[src/rtl/pci_tdec_pkg.sv]
package pci_tdec_pkg;

  typedef enum logic [2:0] {
    ACC_NONE = 3'd0,
    ACC_MRD  = 3'd1,
    ACC_MWR  = 3'd2,
    ACC_CRD  = 3'd3,
    ACC_CWR  = 3'd4
  } acc_e;

  typedef enum logic [1:0] {
    AM_HOLD = 2'd0,
    AM_LIN  = 2'd1,
    AM_WRAP = 2'd2,
    AM_CFG  = 2'd3
  } amode_e;

  localparam int CFG_OFS_W = 6;

  function automatic logic acc_is_mem(acc_e a);
    return (a == ACC_MRD) || (a == ACC_MWR);
  endfunction

  function automatic logic acc_is_cfg(acc_e a);
    return (a == ACC_CRD) || (a == ACC_CWR);
  endfunction

endpackage

[src/rtl/pci_tdec_cmd.sv]
module pci_tdec_cmd
  import pci_tdec_pkg::*;
(
  input  logic [3:0] cmd,
  output acc_e       acc,
  output logic       wrap_ok
);

  always_comb begin
    acc     = ACC_NONE;
    wrap_ok = 1'b0;
    unique case (cmd)
      4'b0110: begin acc = ACC_MRD; wrap_ok = 1'b1; end
      4'b0111: begin acc = ACC_MWR; wrap_ok = 1'b1; end
      4'b1100: begin acc = ACC_MRD; wrap_ok = 1'b1; end
      4'b1110: begin acc = ACC_MRD; wrap_ok = 1'b0; end
      4'b1111: begin acc = ACC_MWR; wrap_ok = 1'b1; end
      4'b1010: acc = ACC_CRD;
      4'b1011: acc = ACC_CWR;
      default: begin acc = ACC_NONE; wrap_ok = 1'b0; end
    endcase
  end

endmodule

[src/rtl/pci_tdec_claim.sv]
module pci_tdec_claim
  import pci_tdec_pkg::*;
#(
  parameter int ADDR_W = 32
) (
  input  acc_e              acc,
  input  logic [ADDR_W-1:0] ad,
  input  logic [ADDR_W-1:0] base,
  input  logic [ADDR_W-1:0] mask,
  input  logic              idsel,
  input  logic              wrap_ok,
  output logic              claim_ok,
  output logic              wrap_en,
  output logic              disc_en
);

  logic in_win;
  logic mem_cmd;
  logic cfg_cmd;
  logic ord_wrap;
  logic ord_rsvd;

  assign in_win   = ((ad & mask) == (base & mask));
  assign mem_cmd  = acc_is_mem(acc);
  assign cfg_cmd  = acc_is_cfg(acc);
  assign ord_wrap = (ad[1:0] == 2'b10);
  assign ord_rsvd = ad[0];

  always_comb begin
    claim_ok = 1'b0;
    wrap_en  = 1'b0;
    disc_en  = 1'b0;
    if (mem_cmd && in_win) begin
      claim_ok = 1'b1;
      wrap_en  = ord_wrap && wrap_ok;
      disc_en  = ord_rsvd;
    end else if (cfg_cmd && idsel) begin
      claim_ok = 1'b1;
    end
  end

endmodule

[src/rtl/pci_tdec_addr_gen.sv]
module pci_tdec_addr_gen
  import pci_tdec_pkg::*;
#(
  parameter int DW_W        = 30,
  parameter int MAX_LINE_LG = 5,
  parameter int LG_W        = $clog2(MAX_LINE_LG + 1)
) (
  input  logic            clk,
  input  logic            rst_n,
  input  logic            load,
  input  amode_e          load_mode,
  input  logic [DW_W-1:0] load_addr,
  input  logic [LG_W-1:0] load_lg,
  input  logic            clear,
  input  logic            step,
  output logic [DW_W-1:0] addr,
  output logic [LG_W-1:0] lg_q
);

  localparam logic [LG_W-1:0] LG_MAX = LG_W'(MAX_LINE_LG);

  amode_e          mode_q, mode_d;
  logic [DW_W-1:0] addr_q, addr_d;
  logic [LG_W-1:0] lg_d;
  logic [DW_W-1:0] line_mask;
  logic [DW_W-1:0] cfg_mask;
  logic [DW_W-1:0] addr_inc;
  logic [31:0]     lg_ext;

  assign lg_ext   = 32'(lg_q);
  assign addr_inc = addr_q + 1'b1;

  for (genvar gi = 0; gi < DW_W; gi++) begin : gen_mask
    assign line_mask[gi] = (lg_ext > 32'(gi));
    assign cfg_mask[gi]  = (gi < CFG_OFS_W);
  end

  always_comb begin
    mode_d = mode_q;
    addr_d = addr_q;
    lg_d   = lg_q;
    if (load) begin
      mode_d = load_mode;
      addr_d = load_addr;
      lg_d   = (load_lg > LG_MAX) ? LG_MAX : load_lg;
    end else if (clear) begin
      mode_d = AM_HOLD;
      addr_d = '0;
      lg_d   = '0;
    end else if (step) begin
      unique case (mode_q)
        AM_LIN:  addr_d = addr_inc;
        AM_WRAP: addr_d = (addr_q & ~line_mask) | (addr_inc & line_mask);
        AM_CFG:  addr_d = addr_inc & cfg_mask;
        default: addr_d = addr_q;
      endcase
    end
  end

  always_ff @(posedge clk or negedge rst_n) begin
    if (!rst_n) begin
      mode_q <= AM_HOLD;
      addr_q <= '0;
      lg_q   <= '0;
    end else begin
      mode_q <= mode_d;
      addr_q <= addr_d;
      lg_q   <= lg_d;
    end
  end

  assign addr = addr_q;

endmodule

[src/rtl/pci_tdec_top.sv]
module pci_tdec_top
  import pci_tdec_pkg::*;
#(
  parameter int ADDR_W      = 32,
  parameter int MAX_LINE_LG = 5,
  parameter int LG_W        = $clog2(MAX_LINE_LG + 1),
  parameter int DW_W        = ADDR_W - 2
) (
  input  logic              clk,
  input  logic              rst_n,
  input  logic              addr_phase,
  input  logic [3:0]        cmd_in,
  input  logic [ADDR_W-1:0] ad_in,
  input  logic              idsel,
  input  logic              data_step,
  input  logic              frame_end,
  input  logic [ADDR_W-1:0] win_base,
  input  logic [ADDR_W-1:0] win_mask,
  input  logic [LG_W-1:0]   line_lg,
  output logic              claim,
  output logic [2:0]        acc_type,
  output logic [DW_W-1:0]   dw_addr,
  output logic              wrap_active,
  output logic              disc_req
);

  acc_e            dec_acc;
  logic            dec_wrap_ok;
  logic            claim_ok;
  logic            wrap_en;
  logic            disc_en;
  amode_e          ld_mode;
  logic [DW_W-1:0] ld_addr;
  logic [LG_W-1:0] line_lg_q;

  logic claim_q, claim_d;
  acc_e acc_q, acc_d;
  logic wrap_q, wrap_d;
  logic disc_q, disc_d;

  pci_tdec_cmd u_cmd (
    .cmd     (cmd_in),
    .acc     (dec_acc),
    .wrap_ok (dec_wrap_ok)
  );

  pci_tdec_claim #(.ADDR_W(ADDR_W)) u_claim (
    .acc      (dec_acc),
    .ad       (ad_in),
    .base     (win_base),
    .mask     (win_mask),
    .idsel    (idsel),
    .wrap_ok  (dec_wrap_ok),
    .claim_ok (claim_ok),
    .wrap_en  (wrap_en),
    .disc_en  (disc_en)
  );

  always_comb begin
    ld_mode = AM_HOLD;
    ld_addr = '0;
    if (claim_ok) begin
      if (acc_is_cfg(dec_acc)) begin
        ld_mode = AM_CFG;
        ld_addr = DW_W'(ad_in[7:2]);
      end else begin
        ld_addr = ad_in[ADDR_W-1:2];
        if (disc_en)      ld_mode = AM_HOLD;
        else if (wrap_en) ld_mode = AM_WRAP;
        else              ld_mode = AM_LIN;
      end
    end
  end

  pci_tdec_addr_gen #(
    .DW_W        (DW_W),
    .MAX_LINE_LG (MAX_LINE_LG),
    .LG_W        (LG_W)
  ) u_addr (
    .clk       (clk),
    .rst_n     (rst_n),
    .load      (addr_phase),
    .load_mode (ld_mode),
    .load_addr (ld_addr),
    .load_lg   (line_lg),
    .clear     (frame_end),
    .step      (data_step),
    .addr      (dw_addr),
    .lg_q      (line_lg_q)
  );

  always_comb begin
    claim_d = claim_q;
    acc_d   = acc_q;
    wrap_d  = wrap_q;
    disc_d  = disc_q;
    if (addr_phase) begin
      claim_d = claim_ok;
      acc_d   = claim_ok ? dec_acc : ACC_NONE;
      wrap_d  = wrap_en;
      disc_d  = disc_en;
    end else if (frame_end) begin
      claim_d = 1'b0;
      acc_d   = ACC_NONE;
      wrap_d  = 1'b0;
      disc_d  = 1'b0;
    end
  end

  always_ff @(posedge clk or negedge rst_n) begin
    if (!rst_n) begin
      claim_q <= 1'b0;
      acc_q   <= ACC_NONE;
      wrap_q  <= 1'b0;
      disc_q  <= 1'b0;
    end else begin
      claim_q <= claim_d;
      acc_q   <= acc_d;
      wrap_q  <= wrap_d;
      disc_q  <= disc_d;
    end
  end

  assign claim       = claim_q;
  assign acc_type    = acc_q;
  assign wrap_active = wrap_q;
  assign disc_req    = disc_q;

endmodule

[config.mk]
export PLATFORM = sky130hd
export DESIGN_NAME = pci_tdec_top
export DESIGN_NICKNAME = d
export VERILOG_FILES = /design/src/rtl/pci_tdec_pkg.sv /design/src/rtl/pci_tdec_cmd.sv /design/src/rtl/pci_tdec_claim.sv /design/src/rtl/pci_tdec_addr_gen.sv /design/src/rtl/pci_tdec_top.sv
export SDC_FILE = /design/constraint.sdc
export NUM_CORES = 1
export LEC_CHECK = 0
export BUFFER_PORTS_ARGS = -buffer_cell sky130_fd_sc_hd__buf_4
export CORE_MARGIN = 4
export CORE_UTILIZATION = 45
export DETAILED_ROUTE_END_ITERATION = 12
export GPL_TIMING_DRIVEN = 0
export PLACE_DENSITY = 0.75
export SYNTH_ARGS = -nofsm -noshare
export SYNTH_HDL_FRONTEND = slang
export SYNTH_HIERARCHICAL = 1
export SYNTH_SLANG_ARGS = --single-unit
[constraint.sdc]
create_clock -name clk -period 3.3 [get_ports clk]
set_clock_uncertainty 0.2 [all_clocks]
set_input_delay 0.99 -clock clk [delete_from_list [all_inputs] [get_ports clk]]
set_output_delay 0.99 -clock clk [all_outputs]
set_load 0.01 [all_outputs]
-- After elaboration in Yosys (flattened, before gate mapping)
Cells that the tools add are included.
- register bits: 41
- bits of input ports: 109
- output and inout bits: 36
- word-level logic and storage cells: 100
- $add $sub $neg: 1
- order comparisons: 31
- equal/unequal tests: 16
- muxes and demuxes: 27
- bitwise logic cells: 6
- reductions and logical operators: 12
- operators by type and width (operator ; number):
    30-bit two-way mux ; 5
    30-bit one-hot mux with 3 select lines ; 1
    3-bit by 5-bit > comparator with 1-bit output, second input constant ; 14
    32-bit AND ; 2
    30-bit AND ; 2
    32-bit == test ; 1
    3-bit by 4-bit > comparator with 1-bit output, second input constant ; 8
    30-bit by 1-bit adder with 30-bit output, second input constant ; 1
    30-bit inverter ; 1
    30-bit OR ; 1
    4-bit == test, second input constant ; 5
    3-bit > comparator, second input constant ; 5
    3-bit two-way mux ; 5
    2-bit two-way mux ; 6
    3-bit one-hot mux with 4 select lines ; 1
    1-bit two-way mux ; 9
    4-bit by 3-bit == test with 1-bit output, second input constant ; 2
    2-bit == test, second input constant ; 3
    3-bit by 2-bit == test with 1-bit output, second input constant ; 2
    3-bit by 1-bit > comparator with 1-bit output, second input constant ; 2
    3-bit by 2-bit > comparator with 1-bit output, second input constant ; 2
    5-bit nonzero test ; 1
    4-bit OR reduction ; 1
    3-bit by 1-bit == test with 1-bit output, second input constant ; 1
    9 further kinds ; 12

-- Longest topological paths before layout
- depth after elaboration: 12
- depth in mapped cells: 12
- gate-level depth less buffers: 12

-- Modules after synthesis
The synthesis kept the hierarchy.
- by module, submodules not included (module ; instances ; cells each ; area an instance (um^2) ; sequential area each (um^2)):
    pci_tdec_addr_gen ; 1 ; 296 ; 2401.1 ; 875.8
    pci_tdec_top ; 1 ; 57 ; 658.1 ; 150.1
    pci_tdec_claim ; 1 ; 62 ; 518.0 ; 0.0
    pci_tdec_cmd ; 1 ; 10 ; 70.1 ; 0.0

-- Least setup slack after synthesis
No wires, ideal clock.
- path kind: input port to flip-flop
- start: in cmd_in[0]
- end: reg u_addr.addr_q[3], in the netlist u_addr/addr[3]
- library setup time: 0.079 ns
- arrival time: 3.148 ns
- required time: 3.021 ns
- path slack: -0.128 ns
- stages: 11
- buffers on the path: 1
- cells stage by stage: nor4bb_1 > a31o_1 > nor2_1 > nor4bb_1 > nand4_1 > o21ai_0 > clkbuf_1 > and2_1 > nand2_1 > a21oi_1 > a2bb2oi_1
- word-level cells in the longest chain between the ends: 10
- elaborated cells on any way between the ends: 22
- those cells by class: eq/ne: 11; mux: 5; reduce/logical: 6
- ends and longest elaborated chain (item ; RTL line ; text):
    start, declared ; pci_tdec_top.sv:12 ; input logic [3:0] cmd_in,
    4-bit by 3-bit == test with 1-bit output / 4-bit == test (equally long branches) ; pci_tdec_cmd.sv:12 ; unique case (cmd)
    3-bit OR reduction (no line) / 2-bit OR reduction (equally long branches) ; n/a ;
    3-bit one-hot mux with 4 select lines * ; pci_tdec_cmd.sv:12 ;
    named net dec_acc[1] ; pci_tdec_top.sv:27 ; acc_e dec_acc;
    3-bit by 2-bit == test with 1-bit output / 3-bit == test (equally long branches) ; pci_tdec_pkg.sv:25 ; return (a == ACC_CRD) || (a == ACC_CWR);
    1-bit logical OR ; pci_tdec_pkg.sv:25 ;
    1-bit logical AND ; pci_tdec_claim.sv:37 ; end else if (cfg_cmd && idsel) begin
    1-bit two-way mux ; pci_tdec_claim.sv:37 ;
    1-bit two-way mux * ; pci_tdec_claim.sv:33 ; if (mem_cmd && in_win) begin
    named net claim_ok ; pci_tdec_top.sv:29 ; logic claim_ok;
    30-bit two-way mux * ; pci_tdec_top.sv:62 ; if (claim_ok) begin
    named net ld_addr[3] ; pci_tdec_top.sv:33 ; logic [DW_W-1:0] ld_addr;
    30-bit two-way mux * ; pci_tdec_addr_gen.sv:42 ; if (load) begin
    end signal, assigned ; pci_tdec_addr_gen.sv:67 ; addr_q <= addr_d;
    end, declared ; pci_tdec_addr_gen.sv:23 ; logic [DW_W-1:0] addr_q, addr_d;
Mark *: on every way through the listed nets, which the timed path passes. The rest lies on a longest branch.
A chain may end at the register's enable or synchronous reset.

-- Final worst setup path
Same ends and word-level chain as after synthesis.

==> flow_metrics.py <==
metrics = {
    "status": {
        "status": "finished clean",
    },
    "power": {
        "p_clk_share_pct": 26.3,
        "p_int_uw": 864,
        "irDropWorstVdd_v": 0.000196,
        "swShare_pct": 32.2,
        "leakage_nw": 2.24,
        "p_sw_uw": 410,
        "cellPowerDensity_mw_per_mm2": 250,
        "pwr-share-seq_pct": 44.2,
        "power_frac_comb_pct": 29.4,
    },
    "worst_setup_path": {
        "crit_path_end_kind": "register",
        "cp.depth": 13,
        "crit_path_top_delay_cell": "nor4bb_1",
        "cp.required_ns": 3.32,
        "setup.worst_path.start_class": "primary input",
        "critPathBufInv": 3,
        "cp_max_fo": 10,
        "cp_slowest_stage_delay_ns": 0.31,
        "crit_type": "primary input to register",
        "reg2reg_depth": 7,
        "cp_cell_sequence": "buf_4, nor4bb_4, a31o_2, nor2_1, nor4bb_1, nand4_1, buf_4, o21ai_4, buf_6, and2_1, nand2_1, a21oi_2, a2bb2oi_2",
        "cp_common_cell": "buf_4",
        "cp_top_family": "simple AND/OR/NAND/NOR gates",
        "arrival_ns": 3.24,
    },
    "synthesis": {
        "synth-xor-area-share_pct": 7.68,
        "synth.net_count": 537,
        "yosys.area.top_type": "dfrtp_1",
        "synthCells": 425,
        "yosys_warnings": 6,
        "ys_types": 62,
        "synth-simple-area-share_pct": 35.5,
        "ys_ff_latch": 41,
        "synth_top_family_by_area": "simple AND/OR/NAND/NOR gates",
        "synthMuxAreaShare_pct": 0.583,
        "syn_avg_cell_area_um2": 8.58,
        "synth-main-ff-cell": "dfrtp_1",
        "ys_top_cells_by_area": "dfrtp_1 28%, and4bb_2 8.2%, xor2_1 7.7%",
        "netlist_area_mm2": 0.00365,
        "synth_compound_area_share_pct": 23.2,
        "synth-seq-area-share_pct": 28.1,
        "synth_edf_count": 0,
        "synth.top_cell.area_share_pct": 28.1,
        "synth_adder_area_share_pct": 1.03,
        "synth-async-reset-ratio_pct": 100,
    },
    "sta": {
        "fin_ws_ns": 0.0818,
        "fmax_ghz": 0.311,
        "maxSlewHeadroom_pct": 44.0,
        "fin_crit_sh_pct": 97.5,
        "hold_violations": 0,
        "period_needed_ns": 3.22,
        "setup_violations": 0,
        "drv_slew": 0,
        "tightest_slew_ns": 0.832,
    },
    "finish": {
        "mostFrequentLayoutCells": "153 x buf_4, 52 x nand2_1, 41 x dfrtp_1, 32 x xor2_1, 27 x nand3_1",
        "fin_cells": 689,
        "final_nets": 698,
        "drive_above_1_share_pct": 36.8,
        "diodes": 0,
        "final_common_cell": "buf_4",
        "area_growth_pct": 39.7,
    },
    "job": {
        "maxCapViolations": 0,
    },
    "floorplanning": {
        "core_area_mm2": 0.00781,
        "die_h_um": 98.0,
        "dieArea_mm2": 0.00961,
        "rows": 32,
        "die_w_um": 98.0,
        "io_pins": 145,
        "start_util_pct": 46.7,
    },
    "detailed_routing": {
        "wl_per_cell_um": 21.3,
        "vias_per_cell": 6.26,
        "drt_iter0_drc": 472,
        "drt-total-wl_mm": 14.7,
        "ant_nets": 0,
        "drtPass1Iterations": 5,
        "via_count": 4316,
        "drc": 0,
    },
    "place": {
        "dp.cells": 670,
        "port_buffers": 143,
        "dp_slack_ns": -0.662,
        "gp_congestion": 0.941,
        "dp_hpwl_mm": 11.5,
    },
    "clock_tree": {
        "cts-root-buf": "clkbuf_8",
        "cts_buffers": 5,
        "cts-htree-levels": 2,
        "clk-insertion-delay-late_ns": 0.30,
        "clock-sinks": 41,
        "cts.hold.buffers_added": 0,
        "cts_tree": "built",
        "cts.clk_slew.worst_paths_ns": 0.09,
        "clk_path_buf_depth": 2,
    },
    "global_route": {
        "grt_pass1_wl_mm": 22.2,
        "grt_pass1_vias": 4137,
        "grt_antenna_before_repair": 0,
        "track_usage_pct": 28.7,
        "grt_overflow": 0,
        "grt_max_degree": 42,
    },
    "min_path": {
        "hp-class": "register to register",
        "min_path_cells": 1,
    },
}
-- power groups by stage --
| stage | combinational, mW | clock, mW | sequential (mW) |
|---|---|---|---|
| 5_1_grt | 0.400 | 0.360 | 0.569 |
| 3_3_place_gp | 0.353 | 0 | 0.572 |
| 2_1_floorplan | 0.141 | 0 | 0.575 |
| 6_report | 0.375 | 0.335 | 0.564 |
| 3_5_place_dp | 0.359 | 0 | 0.573 |
| 4_1_cts | 0.363 | 0.342 | 0.563 |
-- per-layer routing --
| layer | up-vias | track usage (%) | part of all wire (%) |
|---|---|---|---|
| met1 | 2045 | 38.4 | 42 |
| met5 | - | 0 | 0 |
| met3 | 20 | 4.00 | 8.5 |
| met4 | 0 | 5.86 | 1.5 |
| li1 | 1990 | - | - |
| met2 | 261 | 49.4 | 48 |
-- sequential cells by signal (all words and copies together) (netlist names) --
register       flops
u_addr/addr       30
acc_type           3
u_addr/lg_q        3
u_addr/mode_q      2
claim              1
disc_req           1
wrap_active        1
-- area by class of cell --
| class | instances | area, um^2 |
|---|---|---|
| inverters | 6 | 22.5 |
| plain buffers | 22 | 128 |
| clock inverters | 3 | 17.5 |
| multi-input cells | 357 | 2560 |
| repair buffers | 153 | 1150 |
| well taps | 102 | 128 |
| clock buffers | 5 | 68.8 |
| flip-flops and latches | 41 | 1030 |
| fillers | 683 | 2710 |
-- kinds of logic (layout without fill, tap and decap cells) --
logic type | count (synthesis) | after routing
muxes | 2 | 2
AOI/OAI and AO/OA | 113 | 114
and+or+nand+nor | 206 | 206
xor gates and xnor gates | 32 | 32
adders and majority gates | 3 | 3
DFF | 41 | 41
buffers and inverters | 28 | 189
-- Yosys cell counts, types with 9 or more instances --
library cell and count:
nor2_1 22, xor2_1 32, dfrtp_1 41, and2_1 9, a22oi_1 14, nand2_1 52
o21ai_0 19, clkbuf_1 14, a21oi_1 18, nand4_1 14, nand3_1 27, and4bb_2 24
a22o_1 11
-- final timing paths --
path                                   from                to  slack, ns
max                               cmd_in[0]    u_addr/addr[3]       0.08
min                             acc_type[2]       acc_type[2]       0.31
max reg2reg                u_addr/mode_q[0]    u_addr/addr[2]       0.37
min reg2reg                     acc_type[2]       acc_type[2]       0.31
max in group asynchronous             rst_n  u_addr/mode_q[1]       2.05
min in group asynchronous             rst_n   u_addr/addr[18]       0.48
-- worst register-to-register path: cells and delay by family, from the launching register on --
family                   cells  cell delay, ns
AND/OR/NAND/NOR              1            0.34
flip-flops                   1            0.40
AO/OA/AOI/OAI                3            0.65
buffers and inverters        2            0.98
adder cells (fa/ha/maj)      1            0.27
-- per-stage QoR --
stage               cell area [um^2]  power [mW]  utilization (%)  setup TNS (ns)  hold slack, ns
finish                          5100        1.27             65.3               0           0.309
global route                    5100        1.33             65.3          -0.109           0.332
CTS                             4980        1.27             63.7               0           0.313
detailed placement              4850       0.931             62.1          -13.94           0.293
global placement                4850       0.925             62.1          -10.66           0.276
floorplan                       3650       0.716                -               0           0.294
-- repair_timing --
action | 4_1_cts | 5_1_grt
pin swaps | 2 | 9
setup buffers | 2 | 8
endpoints found under the hold margin | 0 | 0
setup endpoints to repair | 27 | 30
cloned | 1 | 0
gates resized for setup | 6 | 15
Power figures use the tool's default switching activity.
